`src/rtl/sxm_pkg.sv`:
```
package sxm_pkg;
  localparam int DATA_W = 32;
  localparam int LEN_W  = 5;
  localparam int DEV_W  = 3;

  localparam logic [2:0] ADDR_CFGA = 3'd0;
  localparam logic [2:0] ADDR_CFGB = 3'd1;
  localparam logic [2:0] ADDR_CMD  = 3'd2;
  localparam logic [2:0] ADDR_STAT = 3'd3;
  localparam logic [2:0] ADDR_TXLO = 3'd4;
  localparam logic [2:0] ADDR_TXHI = 3'd5;
  localparam logic [2:0] ADDR_RXLO = 3'd6;
  localparam logic [2:0] ADDR_RXHI = 3'd7;

  // strobes from control to datapath
  typedef struct packed {
    logic load;    // copy tx word into the shifter, clear receive shifter
    logic shift;   // advance transmit shifter (falling edge)
    logic sample;  // capture miso (rising edge)
    logic commit;  // copy receive shifter into rx registers
  } sxmStrobe_t;
endpackage

```
`src/rtl/sxm_ctrl.sv`:
```
module sxm_ctrl
  import sxm_pkg::*;
#(
  parameter int NUM_CS = 5,
  parameter int DIV_W  = 4
) (
  input  logic              clk,
  input  logic              rst_n,
  input  logic [2:0]        busAddr,
  input  logic              busWe,
  input  logic              busRe,
  input  logic [15:0]       busWdata,
  output sxmStrobe_t        stb,
  output logic              sclk,
  output logic [NUM_CS-1:0] csN,
  output logic              irqWrEnd,
  output logic              irqRdEnd,
  output logic [15:0]       cfgAView,
  output logic [15:0]       cfgBView,
  output logic [15:0]       cmdView,
  output logic [15:0]       statView,
  output logic              busy,
  output logic              clkEn,
  output logic              weFlag,
  output logic              reFlag
);
  typedef enum logic [1:0] {S_IDLE, S_LEAD, S_SHIFT, S_TRAIL} state_t;

  state_t             state;
  logic [15:0]        cfgAReg;
  logic [DIV_W-1:0]   divReg;
  logic [LEN_W-1:0]   lenM1;
  logic [DEV_W-1:0]   devReg;
  logic               rwReg;
  logic [DIV_W-1:0]   halfCnt;
  logic [LEN_W-1:0]   bitCnt;
  logic               sclkR;

  logic cmdWr, startReq, tick, statRd, done, lastBit;

  assign clkEn    = cfgAReg[0];
  assign busy     = (state != S_IDLE);
  assign cmdWr    = busWe && (busAddr == ADDR_CMD);
  assign startReq = cmdWr && (busWdata[0] || busWdata[1]) && !busy;
  assign tick     = clkEn && busy && (halfCnt == divReg);
  assign statRd   = busRe && (busAddr == ADDR_STAT);
  assign done     = tick && (state == S_TRAIL);
  assign lastBit  = (bitCnt == lenM1);

  always_ff @(posedge clk or negedge rst_n) begin
    if (!rst_n) begin
      state   <= S_IDLE;
      cfgAReg <= '0;
      divReg  <= '0;
      lenM1   <= '0;
      devReg  <= '0;
      rwReg   <= 1'b0;
      halfCnt <= '0;
      bitCnt  <= '0;
      sclkR   <= 1'b0;
      weFlag  <= 1'b0;
      reFlag  <= 1'b0;
    end else begin
      if (busWe && busAddr == ADDR_CFGA) cfgAReg <= busWdata;
      if (busWe && busAddr == ADDR_CFGB) divReg  <= busWdata[DIV_W-1:0];
      if (cmdWr && !busy) begin
        lenM1  <= busWdata[6:2];
        devReg <= busWdata[9:7];
        rwReg  <= busWdata[0];
      end

      if (!busy || tick) halfCnt <= '0;
      else if (clkEn)    halfCnt <= halfCnt + 1'b1;

      unique case (state)
        S_IDLE: if (startReq) begin
          state  <= S_LEAD;
          bitCnt <= '0;
          sclkR  <= 1'b0;
        end
        S_LEAD: if (tick) begin
          state <= S_SHIFT;
          sclkR <= 1'b1;
        end
        S_SHIFT: if (tick) begin
          if (sclkR) begin
            sclkR <= 1'b0;
            if (lastBit) state  <= S_TRAIL;
            else         bitCnt <= bitCnt + 1'b1;
          end else begin
            sclkR <= 1'b1;
          end
        end
        S_TRAIL: if (tick) state <= S_IDLE;
        default: state <= S_IDLE;
      endcase

      if (startReq) begin
        weFlag <= 1'b0;
        reFlag <= 1'b0;
      end else if (done) begin
        weFlag <= 1'b1;
        reFlag <= rwReg;
      end else if (statRd) begin
        weFlag <= 1'b0;
        reFlag <= 1'b0;
      end
    end
  end

  always_comb begin
    stb.load   = startReq;
    stb.sample = tick && ((state == S_LEAD) || (state == S_SHIFT && !sclkR));
    stb.shift  = tick && (state == S_SHIFT) && sclkR && !lastBit;
    stb.commit = done && rwReg;
  end

  for (genvar i = 0; i < NUM_CS; i++) begin : g_cs
    assign csN[i] = !(busy && (devReg == DEV_W'(i)));
  end

  assign sclk     = sclkR;
  assign irqWrEnd = weFlag && !cfgAReg[4];
  assign irqRdEnd = reFlag && !cfgAReg[5];
  assign cfgAView = cfgAReg;
  assign cfgBView = {{(16-DIV_W){1'b0}}, divReg};
  assign cmdView  = {6'b0, devReg, lenM1, 2'b00};
  assign statView = {14'b0, weFlag, reFlag};
endmodule

```
`src/rtl/sxm_dpath.sv`:
```
module sxm_dpath
  import sxm_pkg::*;
(
  input  logic        clk,
  input  logic        rst_n,
  input  logic [2:0]  busAddr,
  input  logic        busWe,
  input  logic [15:0] busWdata,
  input  sxmStrobe_t  stb,
  input  logic        miso,
  output logic        mosi,
  output logic [15:0] txLo,
  output logic [15:0] txHi,
  output logic [15:0] rxLo,
  output logic [15:0] rxHi
);
  logic [DATA_W-1:0] txShift;
  logic [DATA_W-1:0] rxShift;
  logic [DATA_W-1:0] rxWord;

  always_ff @(posedge clk or negedge rst_n) begin
    if (!rst_n) begin
      txLo    <= '0;
      txHi    <= '0;
      txShift <= '0;
      rxShift <= '0;
      rxWord  <= '0;
    end else begin
      if (busWe && busAddr == ADDR_TXLO) txLo <= busWdata;
      if (busWe && busAddr == ADDR_TXHI) txHi <= busWdata;
      if (stb.load)       txShift <= {txHi, txLo};
      else if (stb.shift) txShift <= {txShift[DATA_W-2:0], 1'b0};
      if (stb.load)        rxShift <= '0;
      else if (stb.sample) rxShift <= {rxShift[DATA_W-2:0], miso};
      if (stb.commit) rxWord <= rxShift;
    end
  end

  assign mosi = txShift[DATA_W-1];
  assign rxLo = rxWord[15:0];
  assign rxHi = rxWord[31:16];
endmodule

```
`src/rtl/serial_xfer_master.sv`:
```
module serial_xfer_master
  import sxm_pkg::*;
#(
  parameter int NUM_CS = 5,
  parameter int DIV_W  = 4
) (
  input  logic              clk,
  input  logic              rst_n,
  input  logic [2:0]        busAddr,
  input  logic              busWe,
  input  logic              busRe,
  input  logic [15:0]       busWdata,
  output logic [15:0]       busRdata,
  output logic              sclk,
  output logic              mosi,
  input  logic              miso,
  output logic [NUM_CS-1:0] csN,
  output logic              irqWrEnd,
  output logic              irqRdEnd
);
  sxmStrobe_t  stb;
  logic [15:0] cfgAView, cfgBView, cmdView, statView;
  logic [15:0] txLo, txHi, rxLo, rxHi;
  logic        ctlBusy, ctlClkEn, ctlWe, ctlRe;

  sxm_ctrl #(.NUM_CS(NUM_CS), .DIV_W(DIV_W)) u_ctrl (
    .clk(clk), .rst_n(rst_n), .busAddr(busAddr), .busWe(busWe), .busRe(busRe),
    .busWdata(busWdata), .stb(stb), .sclk(sclk), .csN(csN),
    .irqWrEnd(irqWrEnd), .irqRdEnd(irqRdEnd), .cfgAView(cfgAView),
    .cfgBView(cfgBView), .cmdView(cmdView), .statView(statView),
    .busy(ctlBusy), .clkEn(ctlClkEn), .weFlag(ctlWe), .reFlag(ctlRe)
  );

  sxm_dpath u_dpath (
    .clk(clk), .rst_n(rst_n), .busAddr(busAddr), .busWe(busWe),
    .busWdata(busWdata), .stb(stb), .miso(miso), .mosi(mosi),
    .txLo(txLo), .txHi(txHi), .rxLo(rxLo), .rxHi(rxHi)
  );

  always_comb begin
    unique case (busAddr)
      ADDR_CFGA: busRdata = cfgAView;
      ADDR_CFGB: busRdata = cfgBView;
      ADDR_CMD:  busRdata = cmdView;
      ADDR_STAT: busRdata = statView;
      ADDR_TXLO: busRdata = txLo;
      ADDR_TXHI: busRdata = txHi;
      ADDR_RXLO: busRdata = rxLo;
      default:   busRdata = rxHi;
    endcase
  end
endmodule

```
`config.mk`:
```
export PLATFORM = sky130hd
export DESIGN_NAME = serial_xfer_master
export DESIGN_NICKNAME = d
export VERILOG_FILES = /design/src/rtl/sxm_pkg.sv /design/src/rtl/sxm_ctrl.sv /design/src/rtl/sxm_dpath.sv /design/src/rtl/serial_xfer_master.sv
export SDC_FILE = /design/constraint.sdc
export NUM_CORES = 1
export LEC_CHECK = 0
export ABC_AREA = 1
export CORE_MARGIN = 2
export CORE_UTILIZATION = 55
export CTS_CLUSTER_DIAMETER = 150
export CTS_CLUSTER_SIZE = 12
export DETAILED_ROUTE_END_ITERATION = 8
export GPL_ROUTABILITY_DRIVEN = 0
export PLACE_DENSITY = 0.7
export RECOVER_POWER = 50
export SYNTH_ARGS = -nofsm -noshare
export SYNTH_HDL_FRONTEND = slang
export SYNTH_HIERARCHICAL = 1
export SYNTH_SLANG_ARGS = --single-unit
```
`constraint.sdc`:
```
create_clock -name clk -period 3.2 [get_ports clk]
set_input_delay 0.8 -clock clk [delete_from_list [all_inputs] [get_ports clk]]
set_output_delay 0.8 -clock clk [all_outputs]
set_load 0.005 [all_outputs]
```
==> impl.org, run 1 <==
** Outcome
- Run status :: finished, violations left
- Violations in the final reports :: capacitance limit, slew limit

** Pwr
- Per report_power, the sequential group accounts for approximately 46% of the total.
- The internal portion of the total power is between 4 and 5 mW.
- Power density over the cells :: 690 nW/um^2
- Maximum VDD drop :: 0.000427 V
- Sw power :: 2.53 mW
- In this run the static leakage power is roughly 5.4 nW.
- Switching share of power :: between 30% and 40%
- In this run, the clock network consumes between 20% and 30% of the power.
- Combinational logic is responsible for 26.8% of the overall power.

** Final layout
- Leaving out filler cells and counting taps, the final layout contains about 1500.
- The top cell types in the final layout, fill and taps aside, are sky130_fd_sc_hd__nand2_1 (347), sky130_fd_sc_hd__dfrtp_1 (171), sky130_fd_sc_hd__inv_1 (141).
- Most common cell after layout, fill and taps aside :: sky130_fd_sc_hd__nand2_1
- Number of nets in the layout :: roughly 1300
- In the final layout, the multi-input gates occupy around 3900 um^2.
- Ratio of cells with drive above 1 in the final layout :: 9.12%
- Layout fillers :: ~1500
- From synthesis to final layout, the design area changed by 12.2%.
- The repair_antennas step left the layout with diodes totalling 0.
- Across the whole layout, storage elements account for 4280 um^2.

** CTS
- The tree is rooted in a sky130_fd_sc_hd__clkbuf_16.
- In this run, post-CTS hold repair placed 0 buffers.
- Clock slew at reported path FFs :: 60 ps
- TritonCTS built the clock tree.
- The number of gates resized after CTS was 0.
- The longest clock path from root to sink contains 2 buffers.
- Setup bufs post-CTS :: 0
- Clock latency on the worst-skew pair :: 430 ps
- Total number of clock tree sinks :: between 150 and 200
- In this run, CTS created clock tree buffers numbering 17.
- The H-tree was split into 4 levels.

** Detailed routing
- The detailed router placed about 8000 vias in this run.
- For this run, design rule violations remaining after detail routing come to 0.
- After the first detailed-routing iteration, the DRC count stood at approximately 870.
- Using the TritonRoute via totals, the vias-per-cell ratio works out to ~5.4.
- WL/cell :: 15.7 um
- First drt pass iteration count :: 7
- Routed WL :: roughly 23000 um
- Post-route ant nets :: 0

** Timing
- Worst Max-Slew Pin Slew :: 1550 ps
- The clock arrives with roughly 11 ps of skew.
- Subtracting the final worst setup slack from the clock period gives around 3000 ps.
- Final hold violation count :: 0
- Setup repair after global routing left no endpoint under its margin.
- Final setup violating endpoints :: 0
- Setup slack closes at around 180 ps.
- Final slew viol count :: just over 60
- Achievable clock frequency :: 331 MHz
- Headroom to the max-slew limit came out at -3.67%.
- Setup total negative slack on the finished layout was measured at 0 ps.
- The worst path uses 94.4% of the clock period.

** Synthesis
- Summing the sequential cell areas from Yosys gives approximately 46% of the chip area.
- Area fraction in compound gates after synthesis :: under 10%
- Post-Synth Adder-Cell Area :: less than 1%
- Synthesis produced between 1000 and 1500 cells.
- Proportion of synthesized area in mux cells :: less than 1%
- Total of warnings raised by yosys :: 6
- Post-synth design cell area :: ~9300 um^2
- Post-synth top area cell :: sky130_fd_sc_hd__dfrtp_1
- Fraction of the mapped netlist area in simple logic gates :: between 30% and 40%
- The synthesized design devotes to its leading area cell type between 40% and 50% of total area.
- Ranking of synthesized cells by area :: sky130_fd_sc_hd__dfrtp_1 (46%), sky130_fd_sc_hd__nand2_1 (14%), sky130_fd_sc_hd__nand3_1 (6.9%), sky130_fd_sc_hd__inv_1 (5.7%), sky130_fd_sc_hd__nand4_1 (5.6%)
- Seq cells post-synth :: about 170
- Combinational family with the most area after synthesis :: simple AND/OR/NAND/NOR gates
- Average cell area after synthesis :: between 7 and 8 um^2
- Summing the areas of all xor and xnor instances in the mapped netlist gives less than 1% of the synthesized area.
- Yosys mapped the design onto 33 distinct sky130hd cell types.

** Placed design
- HPWL after DPL :: around 16000 um
- Cell count after placement :: around 1500
- Input and output buffers added on the ports amount to between 40 and 50.
- Pre-CTS WS :: 212 ps

** Job
- Across the run, the number of max-cap violations was 1.

** Critical path
- For the worst setup path, the data required time is 2400 ps.
- Buffer and inverter count on the worst path :: 4
- Walking the worst path, the cells encountered are buf_2 -> inv_2 -> buf_12 -> nand4_1 -> nand2_1 -> nor2_1 -> nand3_1 -> clkdlybuf4s50_1.
- Crit Path Class :: primary input to output pin
- CP Max Fanout :: 22
- The worst setup path is launched from a primary input.
- Slowest cell delay on critical path :: about 520 ps
- On the critical path the largest part of the delay comes from buffers and inverters.
- The worst setup path is captured at an output pin.
- The slowest stage of the critical path belongs to the cell sky130_fd_sc_hd__clkdlybuf4s50_1.
- Arrival time worst endpoint :: 2220 ps

** Floorplanning
- Width of the chip :: 134 um
- Starting density of the core :: approximately 56%
- The floorplan step defined a die boundary enclosing ~18000 um^2.
- Core footprint :: between 15000 and 20000 um^2
- Number of top-level design ports :: ~50
- Die Y-Extent :: 134 um
- The floorplan has 47 rows.

** Global route
- Largest net degree at the start of global routing :: 65
- All-Layer GR Usage :: 27.1%
- Via count of the first global-routing pass :: 7273
- The total overflow left after global routing is 0.
- Antenna violations before repair :: 0
- The first global-routing pass estimated between 30000 and 40000 um of wire.

** Min path
- Class of the tightest hold or removal check :: flop to flop
-- Yosys cell counts (all sizes together) --
library cell,n
nand4,83
dfrtp,171
o21ai,74
buf,89
nand2,353
conb,1
xnor2,2
clkbuf,21
clkinv,3
nor3,1
or2,3
a21oi,37
ha,7
mux2,6
nand3b,1
nor2,98
inv,152
xor2,4
nand3,130
-- sequential cells by signal, summed over array words and instances, names as in the netlist --
signal           flops
u_ctrl/weFlag        1
u_ctrl/state         2
u_ctrl/divReg        4
u_ctrl/rwReg         1
u_dpath/rxWord      32
u_ctrl/bitCnt        5
u_ctrl/lenM1         5
u_ctrl/reFlag        1
u_ctrl/cfgAView     16
u_dpath/txShift     32
u_dpath/txLo        16
u_ctrl/devReg        3
u_ctrl/halfCnt       4
u_dpath/txHi        16
u_ctrl/sclk          1
u_dpath/rxShift     32
-- final timing paths --
kind | from | end | slack (ps) | cells past startpoint
worst max register to register | u_ctrl/state[0] | u_dpath/txShift[27] | 410 | 14
worst max-delay path | busAddr[0] | busRdata[9] | 180 | 8
worst min register to register | u_dpath/txShift[2] | u_dpath/txShift[2] | 480 | 2
min in group asynchronous | rst_n | u_ctrl/halfCnt[1] | 760 | 1
worst min-delay path | u_dpath/txShift[2] | u_dpath/txShift[2] | 480 | 2
max in group asynchronous | rst_n | u_dpath/rxShift[3] | 810 | 2
-- routing by layer --
layer  global-route usage [%]  up-vias  share of wire (%)
li1                         -     3929                  -
met3                     4.72       44                7.6
met1                     41.4     3754                 48
met2                     38.8      300                 43
met5                        0        -                  0
met4                     9.71        0                2.1
-- cells by family (layout without fill, tap and decap cells) --
group | count (synthesis) | in the layout
AND/OR/NAND/NOR | 669 | 669
buffers and inverters | 265 | 268
flip-flops | 171 | 171
AO/OA/AOI/OAI | 111 | 111
adder cells (fa/ha/maj) | 7 | 7
XOR/XNOR | 6 | 6
multiplexers | 6 | 6
other | 1 | 34
-- worst reg2reg max path, cell delays in order, from the launching register on --
cell and delay, ps:
sky130_fd_sc_hd__dfrtp_1 400, sky130_fd_sc_hd__inv_1 100, sky130_fd_sc_hd__ha_1 320, sky130_fd_sc_hd__clkinv_2 130, sky130_fd_sc_hd__nand2_1 70, sky130_fd_sc_hd__nor2_2 110, sky130_fd_sc_hd__nand3_1 400, sky130_fd_sc_hd__inv_2 190
sky130_fd_sc_hd__nand2_1 80, sky130_fd_sc_hd__nor2_1 250, sky130_fd_sc_hd__nor2_2 70, sky130_fd_sc_hd__inv_1 60, sky130_fd_sc_hd__buf_4 310, sky130_fd_sc_hd__nand3_1 170, sky130_fd_sc_hd__nand2_1 90
-- per-stage QoR --
| stage | hold slack [ps] | power [mW] | cell area, um^2 | util, % |
|---|---|---|---|---|
| after floorplan | 449 | 4.57 | 9440 | - |
| after global placement | 461 | 5.21 | 9940 | 59.9 |
| after detailed placement | 465 | 5.27 | 9940 | 59.9 |
| after CTS | 361 | 7.26 | 10500 | 63.3 |
| after global routing | 505 | 7.70 | 10500 | 63.0 |
| final | 481 | 7.21 | 10500 | 63.0 |
-- area by class of cell --
| cell class | count | share of cell area, % |
|---|---|---|
| flip-flops and latches | 171 | 40.9 |
| multi-input cells | 833 | 37.5 |
| repair buffers | 81 | 7.97 |
| inverters | 155 | 5.58 |
| clock buffers | 19 | 4.24 |
| well taps | 220 | 2.63 |
| clock inverters | 13 | 1.13 |
-- power by group through the flow --
stage / Clock (mW) / Sequential (mW) / Combinational (mW)
2_1_floorplan: 0 / 3.13 / 1.44
3_3_place_gp: 0 / 3.33 / 1.89
3_5_place_dp: 0 / 3.34 / 1.94
4_1_cts: 2.00 / 3.31 / 1.95
5_1_grt: 2.10 / 3.39 / 2.21
6_report: 1.96 / 3.32 / 1.93
No activity file was read; power rests on OpenSTA's default activity.
==> run 2, diff against run 1 <==
Settings changed: CORE_UTILIZATION 55 to 38, PLACE_DENSITY 0.7 to 0.51.
==> impl.org, run 2 (same netlist as run 1, synthesis figures left out) <==
** Outcome
- The run finished, with violations left.
- Violations in the final reports :: capacitance limit, slew limit

** Pwr
- Switching share of power :: 35.4% (+0.31 points)
- Power density over the cells :: 692 nW/um^2 (+0.23%)
- Static leakage power :: 5.46 nW (+1.1%)
- The power dissipated by switching net loads is 2.61 mW (+3.1%).
- The proportion of power drawn by flip-flops and latches came to 45.0% (-1.0 points).
- Maximum VDD drop :: 0.000344 V (-19%)
- The total internal power came to 4.76 mW (+1.7%).
- The share of total power in combinational logic was 26.1% (-0.7 points).
- The clock share of power is 28.9% (+1.7 points).

** Final layout
- The library cell used most frequently in the layout, excluding fill and tap cells, is sky130_fd_sc_hd__nand2_1.
- The net count reported at finish was 1294 (+0.31%).
- The fraction of layout cells with a size suffix above 1 was 9.48% (+0.36 points).
- Leading cell types in the layout, fill and taps excluded :: sky130_fd_sc_hd__nand2_1 (347), sky130_fd_sc_hd__dfrtp_1 (171), sky130_fd_sc_hd__inv_1 (141)
- Regs by FF count :: u_dpath/rxShift x32, u_dpath/rxWord x32, u_dpath/txShift x32
- Area growth from synthesis to layout :: 14.4%
- The antenna diode instance count is 0 (unchanged).
- Non-filler cells in the finished layout :: 1600 (+7.2%)

** Timing
- The minimum hold slack came to 479 ps (-2.66 ps).
- The final-report setup violation count came to 0 (unchanged).
- Period utilization :: 95.8% (+1.4 points)
- Worst Max-Slew Pin Slew :: 2530 ps (+972 ps)
- The number of max-slew violations in the final report came to 39 (-36%).
- Setup repair after global routing left no endpoint under its margin.
- The highest clock frequency the design can meet came to 326 MHz (-1.5%).
- Setup slack after layout :: 135 ps (-44.8 ps)
- Worst rel slew slack :: -68.5% (-65 points)
- The shortest clock period the worst path allows after layout was 3060 ps (+44.8 ps).
- TNS Setup :: 0 ps (unchanged)
- The clock tree skew after final layout is 16.7 ps (+6.15 ps).
- Final hold violation count :: 0 (unchanged)

** Floorplanning
- The y dimension of the die was 161 um (+20%).
- The width of the die was 161 um (+20%).
- Number of cell rows :: 57 (+21%)
- The placeable core region came to 24200 um^2 (+46%).
- The floorplan die area is 25800 um^2 (+43%).
- The number of primary I/O pins is 49 (unchanged).
- Starting density of the core :: 38.5% (-18 points)

** Detailed routing
- First drt pass iteration count :: 5 (-2)
- The average routed wire per standard cell is 15.8 um (+0.68%).
- Initial drt markers :: 514 (-41%)
- Post-route ant nets :: 0 (unchanged)
- The overall via count from detail_route was 7764 (-3.3%).
- The detailed-route vias per instance is 4.85 (-9.8%).
- DRC :: 0 (unchanged)
- Routed WL :: 25300 um (+8.0%)

** CTS
- TritonCTS built the clock tree.
- The total of cells resized after clock tree synthesis is 0 (unchanged).
- The number of H-tree levels is 4 (unchanged).
- The number of hold-repair buffers added at the cts stage is 0 (unchanged).
- The TritonCTS buffer count is 17 (unchanged).
- Clock latency on the worst-skew pair :: 440 ps (about the same)
- Cell chosen for the clock root :: sky130_fd_sc_hd__clkbuf_16
- Clock tree buffer depth :: 2 (unchanged)
- The post-CTS setup buffer count is 0 (unchanged).
- The total clock sinks came to 171 (unchanged).
- Clock slew at reported path FFs :: 70 ps (about the same)

** Placed design
- HPWL after DPL :: 18200 um (+12%)
- The number of input and output port buffers inserted was 48 (unchanged).
- Cell count after placement :: 1568 (+7.4%)
- The worst-case setup slack after placement is 150 ps (-61.7 ps).

** Min path
- Class of the tightest hold or removal check :: flop to flop

** Critical path
- The highest fanout seen on the critical path was 16 (-27%).
- Required time at the worst-slack endpoint :: 2400 ps (about the same)
- The critical path is of the primary input to output pin type.
- CP startpoint kind :: primary input
- The worst setup path is captured at an output pin.
- The data arrival time at the worst-slack endpoint was 2260 ps (+40 ps).

** Global route
- The pin count of the biggest net entering global routing was 65 (unchanged).
- The wire length of the first global-routing pass is 41400 um (+8.3%).
- The initial antenna violation count was 0 (unchanged).
- All-Layer GR Usage :: 20.4% (-6.7 points)
- Overflow left after global routing :: 0 (unchanged)
- Via count of the first global-routing pass :: 7326 (+0.73%)

** Job
- Max-cap violations :: 1 (unchanged)
run 2: layout make-up:
type | instances | area [um^2]
timing repair buffer | 85 | 862
clock inverter | 15 | 180
tap | 324 | 405
sequential | 171 | 4280
multi-input combinational | 833 | 3930
fill | 2441 | 13500
clock buffer | 17 | 425
inverter | 155 | 583
run 2: final timing paths:
| kind | depth (start not counted) | endpoint | slack, ps | from |
|---|---|---|---|---|
| setup / recovery | 7 | busRdata[7] | 140 | busAddr[1] |
| hold / removal | 2 | u_dpath/txShift[13] | 480 | u_dpath/txShift[13] |
| setup reg to reg | 14 | u_dpath/txShift[27] | 630 | u_ctrl/state[0] |
| hold reg to reg | 2 | u_dpath/txShift[13] | 480 | u_dpath/txShift[13] |
| max in group asynchronous | 2 | u_dpath/rxShift[9] | 500 | rst_n |
| min in group asynchronous | 1 | u_dpath/txShift[3] | 1140 | rst_n |
run 2: stage by stage:
stage	utilization [%]	instance area, um^2	power, mW
finish	44.1	10700	7.37
global route	44.1	10700	7.92
CTS	44.2	10700	7.45
detailed placement	41.7	10100	5.29
global placement	41.7	10100	5.27
floorplan	-	9440	4.57
run 2: worst max-delay path: stages:
cell and delay (ps):
sky130_fd_sc_hd__buf_2 220, sky130_fd_sc_hd__inv_2 100, sky130_fd_sc_hd__nor3_4 210, sky130_fd_sc_hd__buf_12 180, sky130_fd_sc_hd__nand2_1 70, sky130_fd_sc_hd__nand3_1 160
sky130_fd_sc_hd__clkdlybuf4s50_1 530
run 2: routing by layer:
layer | vias to the layer above | track usage, % | part of all wire [%] | routed length (um)
met1 | 3641 | 31.2 | 51 | 12800
met2 | 154 | 30.1 | 43 | 11000
met4 | 0 | 5.20 | 1.6 | 393
li1 | 3947 | - | - | -
met5 | - | 0 | 0 | 0
met3 | 22 | 3.41 | 4.5 | 1130
run 2: power groups by stage:
stage / Sequential, mW / Combinational (mW) / Clock [mW]
2_1_floorplan: 3.13 / 1.44 / 0
3_3_place_gp: 3.35 / 1.92 / 0
3_5_place_dp: 3.34 / 1.95 / 0
4_1_cts: 3.31 / 1.96 / 2.18
5_1_grt: 3.41 / 2.23 / 2.28
6_report: 3.32 / 1.92 / 2.13
